===== config.mk =====
export PLATFORM = sky130hd
export DESIGN_NAME = wtinv_node
export DESIGN_NICKNAME = d
export VERILOG_FILES = /design/src/rtl/wtinv_node.sv
export SDC_FILE = /design/constraint.sdc
export NUM_CORES = 1
export LEC_CHECK = 0
export CORE_MARGIN = 5
export CORE_UTILIZATION = 54
export CTS_CLUSTER_DIAMETER = 40
export DETAILED_ROUTE_END_ITERATION = 16
export GPL_TIMING_DRIVEN = 0
export PLACE_DENSITY = 0.72
export SLEW_MARGIN = 0
export SYNTH_ARGS = -nofsm -noshare
export SYNTH_HDL_FRONTEND = slang
export SYNTH_SLANG_ARGS = --single-unit

===== constraint.sdc =====
create_clock -name clk -period 14.7 [get_ports clk]
set_clock_uncertainty 0.2 [all_clocks]
set_input_delay 1.47 -clock clk [delete_from_list [all_inputs] [get_ports clk]]
set_output_delay 1.47 -clock clk [all_outputs]
set_load 0.05 [all_outputs]

===== src/rtl/wtinv_node.sv =====
module wtinv_node #(
  parameter int LINES = 16,
  parameter int AW    = 16,
  parameter int DW    = 32
) (
  input  logic          clk,
  input  logic          rst_n,
  input  logic          cpu_req,
  input  logic          cpu_we,
  input  logic [AW-1:0] cpu_addr,
  input  logic [DW-1:0] cpu_wdata,
  output logic          cpu_ready,
  output logic [DW-1:0] cpu_rdata,
  output logic          bus_req,
  output logic          bus_we,
  output logic [AW-1:0] bus_addr,
  output logic [DW-1:0] bus_wdata,
  input  logic          bus_gnt,
  input  logic          bus_ack,
  input  logic [DW-1:0] bus_rdata,
  input  logic          snp_valid,
  input  logic          snp_we,
  input  logic [AW-1:0] snp_addr
);
  localparam int IW = (LINES > 1) ? $clog2(LINES) : 1;
  localparam int TW = AW - IW;

  logic [LINES-1:0] vld;
  logic [TW-1:0]    tags [LINES];
  logic [DW-1:0]    words[LINES];

  logic          busy;
  logic          we_q;
  logic [AW-1:0] addr_q;
  logic [DW-1:0] wdata_q;

  wire [IW-1:0] c_idx = cpu_addr[IW-1:0];
  wire [TW-1:0] c_tag = cpu_addr[AW-1:IW];
  wire [IW-1:0] s_idx = snp_addr[IW-1:0];
  wire [TW-1:0] s_tag = snp_addr[AW-1:IW];
  wire [IW-1:0] q_idx = addr_q[IW-1:0];
  wire [TW-1:0] q_tag = addr_q[AW-1:IW];

  wire c_hit  = vld[c_idx] && (tags[c_idx] == c_tag);
  wire q_hit  = vld[q_idx] && (tags[q_idx] == q_tag);
  wire s_kill = snp_valid && snp_we && vld[s_idx] && (tags[s_idx] == s_tag);

  wire accept = !busy && cpu_req && !snp_valid;
  wire rd_hit = accept && !cpu_we && c_hit;
  wire go_bus = accept && (cpu_we || !c_hit);
  wire done   = busy && bus_gnt && bus_ack;

  assign cpu_ready = rd_hit || done;
  assign cpu_rdata = busy ? bus_rdata : words[c_idx];
  assign bus_req   = busy;
  assign bus_we    = we_q;
  assign bus_addr  = addr_q;
  assign bus_wdata = wdata_q;

  always_ff @(posedge clk) begin
    if (!rst_n) begin
      busy    <= 1'b0;
      we_q    <= 1'b0;
      addr_q  <= '0;
      wdata_q <= '0;
      vld     <= '0;
    end else begin
      if (go_bus) begin
        busy    <= 1'b1;
        we_q    <= cpu_we;
        addr_q  <= cpu_addr;
        wdata_q <= cpu_wdata;
      end
      if (done) begin
        busy <= 1'b0;
        if (!we_q) begin
          vld[q_idx]   <= 1'b1;
          tags[q_idx]  <= q_tag;
          words[q_idx] <= bus_rdata;
        end else if (q_hit) begin
          words[q_idx] <= wdata_q;
        end
      end
      if (s_kill) vld[s_idx] <= 1'b0;
    end
  end
endmodule


; ---- Word level (Yosys, flattened, before mapping)
; Memory sizes are Yosys's and may differ from the RTL's. A register that Yosys moved wholly into a read port is not among the register bits.
; Cells that the tools add are included.
[totals]
reg_bits = 66
ram_bits = 704
in_bits = 104
out_inout_bits = 83
word_cells = 68
memories = 2
[mem_list]
columns = name, words, word_bits, read_ports, rd_ports_with_merged_regs, write_ports, line
row1 = words, 16, 32, 1, 0, 1, 30  ; logic [DW-1:0] words[LINES];
row2 = tags, 16, 12, 3, 1, 1, 29  ; logic [TW-1:0] tags [LINES];
[classes]
n_lt_le_gt_ge = 5
eq_ne = 3
n_mux = 27
n_bitwise = 5
n_reduce_logical = 21
[op_table]
columns = op, n
row1 = 16-bit two-way mux, 4
row2 = 32-bit two-way mux, 2
row3 = 12-bit == test, 3
row4 = 16-bit bitwise AND, 1
row5 = 16-bit NOT, 1
row6 = 16-bit bitwise OR, 1
row7 = "4-bit by 5-bit < comparator with 1-bit output, second input constant", 3
row8 = 1-bit logical AND, 14
row9 = 1-bit two-way mux, 14
row10 = 1-bit binary-select mux with 4-bit select, 3
row11 = 1-bit demux with 4-bit select, 2
row12 = "4-bit by 1-bit greater-or-equal comparator with 1-bit output, second input constant", 2
row13 = 4-bit two-way mux, 2
row14 = 1-bit logical NOT, 4
row15 = 1-bit logical OR, 2
row16 = 2-bit OR reduction, 1
row17 = 1-bit NOT, 1
row18 = 1-bit bitwise OR, 1

; ---- Depth between registers and ports, before layout
; Gate-level depths: netlist (run 1).
[depth]
ltp_word = 10
ltp_mapped = 14

; ---- Worst setup path before layout (run 1)
; OpenSTA, ideal clock, no wires.
[synth_timing]
kind = input to register
from = in bus_gnt
to = mem words[12][0], enable pin
setup_ps = 502
arrival_time_ps = 5841
setup_slack_ps = 8158
path_stages = 9
cell_sequence = nand4_1 inv_1 and3_1 o21ai_0 a221oi_1 nand4_1 o21a_1 clkbuf_1 nor4_1
[synth_between]
elab_chain_len = 6
[synth_rtl]
columns = item, line
row1 = "start, declared", 18  ; input logic bus_gnt,
row2 = 1-bit logical AND (*) (2 in series), 51  ; wire done = busy && bus_gnt && bus_ack;
row3 = 1-bit two-way mux, 74  ; if (done) begin
row4 = 1-bit two-way mux, 61  ; if (!rst_n) begin
row5 = 1-bit two-way mux (on tied branches), "79, 81"
row6 = 1-bit bitwise OR (no source line) (*), --
row7 = "end, declared", 30
; Mark *: on every way between the ends. The rest lies on a longest branch, timed or not.

; ---- Worst setup path in the final report (run 1)
[layout_timing]
from = in cpu_addr[1]
to = out cpu_rdata[29]
[layout_between]
elab_chain_len = 2
[layout_rtl]
columns = item, line
row1 = "start, declared", 10  ; input logic [AW-1:0] cpu_addr,
row2 = memory 16 x 32 bit, --
row3 = 32-bit two-way mux, 54  ; assign cpu_rdata = busy ? bus_rdata : words[c_idx];
row4 = "end, declared", 13  ; output logic [DW-1:0] cpu_rdata,
; Every way passes these cells.

==> flow_metrics.tcl, run 1 <==
set metrics [dict create \
    critPathKind "in -> out" \
    coreArea_sq_mm 0.0642 \
    cp-end-kind "output port" \
    cts_root_buf "clkbuf_16" \
    postCtsSetupRepairBufs 0 \
    drt_first_pass_iters 8 \
    setup_viol 0 \
    postSynthCellCount 1865 \
    period_needed_ps 8870 \
    worst_hold_slack_ps 341 \
    max_freq_mhz 113 \
    synth_edf_count 704 \
    yosysSeqAreaShare 0.646 \
    drc 0 \
    avgSynthCellArea_sq_um 18.7 \
    die_area_sq_mm 0.0698 \
    antenna_left 0 \
    final_nets 2345 \
    synth_top_family_by_area "multiplexers" \
    wire_per_inst_um 34.9 \
    clk_path_buf_depth 3 \
    maxSlewHeadroom 0.109 \
    vdd_ir_drop_max_uv 118 \
    cts_sinks 774 \
    hold_viol_final 0 \
    critPathMaxFanout 10 \
    gp_congestion 0.960 \
    yosysWarningCount 0 \
    slew_viol_final 0 \
    hpwl_um 77500 \
    synth_xor_xnor_area_share 0.00903 \
    die_h_um 264 \
    ys_async_sr_fraction 0 \
    cts_tree "done" \
    p_leak_nw 13.9 \
    rsz0062_at_grt "no" \
    hold_class "reg -> reg" \
    synth-seq-cells 774 \
    setup_tns_ps 0 \
    viasPerCell 7.04 \
    routed-via-count 22500 \
    cts_htree_levels 3 \
    worstHoldPathCells 2 \
    syn-num-nets 1969 \
    cts_resized 0 \
    worst_pin_slew_ps 1340 \
    areaGrowthSynthToFinish_pct 22.6 \
    numCtsBuffers 106 \
    reg2reg_depth 15 \
    synth_compound_area_frac 0.0403 \
    row_count 93 \
    power_density_mw_per_mm2 134 \
    fillers 4156 \
    grt_max_degree 23 \
    grt_pass1_vias 22800 \
    cap_violations 0 \
    grt_pass1_wl_um 160000 \
    io_buffers 181 \
    drt_iter0_drc 3427 \
    synth_fa_ha_area_frac 0 \
    drive_above_1_share 0.320 \
    synthSimpleGateAreaFrac 0.0375 \
    gr-usage-all-layers 0.315 \
    muxShareOfSynthArea 0.247 \
    synth_flop_cell "edfxtp_1" \
    overflow 0 \
    post_synth_num_cell_types 64 \
    routed_wl_um 111000 \
    cts_hold_buf 0 \
    cp.arrival_ps 7200 \
    fin_crit_sh 0.604 \
    pin_count 187 \
    die_w_um 264 \
    crit_required_ps 13030 \
    cp-start-kind "input port" \
    initial_core_util 0.543 \
    status "finished, final reports clean" \
    path_clk_slew_ps 50 \
    synthesis.area_sq_mm 0.0349 \
    antenna_found_initial 5 \
    clock_latency_ps 690 \
]
final cells by class:
class	instances	area, sq um	share of cell area
repair buffers	268	2870	0.0671
flip-flops and latches	774	22500	0.527
well taps	855	1070	0.0250
diodes	3	7.51	0.000175
multi-input cells	931	11800	0.275
inverters	8	30.0	0.000701
clock buffers	132	2820	0.0659
plain buffers	152	669	0.0156
clock inverters	68	1010	0.0235
cells by family (layout without fill, tap and decap cells):
group,Yosys count,after routing
xor gates and xnor gates,36,36
DFF,774,774
AOI/OAI and AO/OA,175,175
and+or+nand+nor,262,262
muxes,458,458
buffers and inverters,160,628
other,0,3
registers in the layout (all words and copies together), names as in the netlist, named ones only:
signal and cells:
words 512, tags 192, bus_req 1, bus_wdata 32, bus_we 1, vld 16
bus_addr 16
per-stage QoR:
step / setup WS, ps / cells / utilization / power (W) / cell area (sq um)
after floorplan: 8160 / 1865 / - / 0.00282 / 34900
after global placement: 1940 / 2901 / 0.588 / 0.00302 / 37800
after detailed placement: 5980 / 2988 / 0.607 / 0.00304 / 39000
after CTS: 5950 / 3188 / 0.666 / 0.00573 / 42800
after global routing: 5750 / 3188 / 0.666 / 0.00587 / 42800
final: 5830 / 3191 / 0.667 / 0.00573 / 42800
where the power goes:
group	internal, W	leakage, nW	total (W)	switching [W]
registers	0.00242	7.02	0.00246	0.0000377
clock network	0.00170	1.83	0.00273	0.00102
logic	0.000216	5.08	0.000542	0.000327
total	0.00434	13.9	0.00573	0.00139
synth_stat cells (all sizes together), types with 2 or more instances:
library cell | n | area share
nand2b | 6 | 0.0011
a21oi | 17 | 0.0024
a41oi | 48 | 0.012
mux2i | 67 | 0.019
clkbuf | 90 | 0.0097
nor3 | 18 | 0.0026
o31ai | 2 | 0.00043
nor3b | 3 | 0.00097
o21ai | 7 | 0.0010
nand2 | 71 | 0.0076
or3 | 3 | 0.00068
xor2 | 16 | 0.0040
o311ai | 49 | 0.012
xnor2 | 20 | 0.0050
a221oi | 3 | 0.00075
o31a | 3 | 0.00075
nor2 | 75 | 0.0081
inv | 8 | 0.00086
edfxtp | 704 | 0.61
a21o | 2 | 0.00043
nor2b | 5 | 0.00090
o221ai | 2 | 0.00050
mux2 | 76 | 0.025
a2bb2oi | 3 | 0.00075
a31oi | 6 | 0.0011
nand3 | 5 | 0.00072
o22a | 4 | 0.0010
dfxtp | 70 | 0.040
o21ba | 3 | 0.00086
nand3b | 2 | 0.00065
mux4 | 315 | 0.20
and2 | 6 | 0.0011
and3 | 3 | 0.00054
nor4 | 9 | 0.0020
nand4 | 52 | 0.0093
or2 | 2 | 0.00036
buf | 62 | 0.0095
o22ai | 4 | 0.00072
a22oi | 10 | 0.0022
critical path, cell delays in order:
cell,delay (ps)
clkdlybuf4s50_1,670
buf_4,310
buf_4,340
buf_1,1010
clkbuf_1,510
clkbuf_1,850
mux4_2,420
mux4_2,530
mux2_2,320
clkdlybuf4s50_1,710
path summary, 6_finish.rpt:
check	from	end	slack [ps]
setup reg to reg	flip-flop	words[6][5]$_DFFE_PP_	7870
hold / removal	vld[0]$_SDFF_PN0_	vld[0]$_SDFF_PN0_	340
setup / recovery	cpu_addr[1]	cpu_rdata[29]	5830
hold reg to reg	vld[0]$_SDFF_PN0_	vld[0]$_SDFF_PN0_	340
layer usage:
metal,share of wire,global-route usage,vias up,wire (um)
li1,-,-,8764,-
met1,0.35,0.413,11500,38900
met2,0.48,0.506,1777,53400
met3,0.12,0.0834,364,13000
met4,0.053,0.136,6,5950
met5,0.00047,0,-,52
cells in the final DEF, fill, tap and decap left out, types with 39 or more instances in the layout:
cell,Yosys,final
mux4_2,311,311
edfxtp_1,704,704
dfxtp_1,70,70
o311ai_0,47,47
mux2_2,76,76
a41oi_1,48,48
clkdlybuf4s50_1,0,181
nand2_1,71,71
mux2i_1,67,67
clkbuf_16,0,106
nand4_1,52,52
clkbuf_1,90,109
nor2_1,75,59
buf_2,39,39
buf_6,1,48
Note: power is estimated with default switching activity, not from simulation.
==> inputs of run 2 (changes only) <==
==> constraint.sdc (replaced) <==
create_clock -name clk -period 8.55 [get_ports clk]
set_clock_uncertainty 0.2 [all_clocks]
set_input_delay 0.855 -clock clk [delete_from_list [all_inputs] [get_ports clk]]
set_output_delay 0.855 -clock clk [all_outputs]
set_load 0.05 [all_outputs]
==> results of run 2 <==
Same layout as run 1 (identical final DEF). Status: finished, final reports clean.
Among the figures that moved: setup slack after placement 5980 ps -> 1060 ps; setup slack after layout 5830 ps -> 907 ps; register-to-register setup slack 7870 ps -> 1720 ps; total power 0.00573 W -> 0.00985 W; worst IR drop on VDD 118 uV -> 204 uV
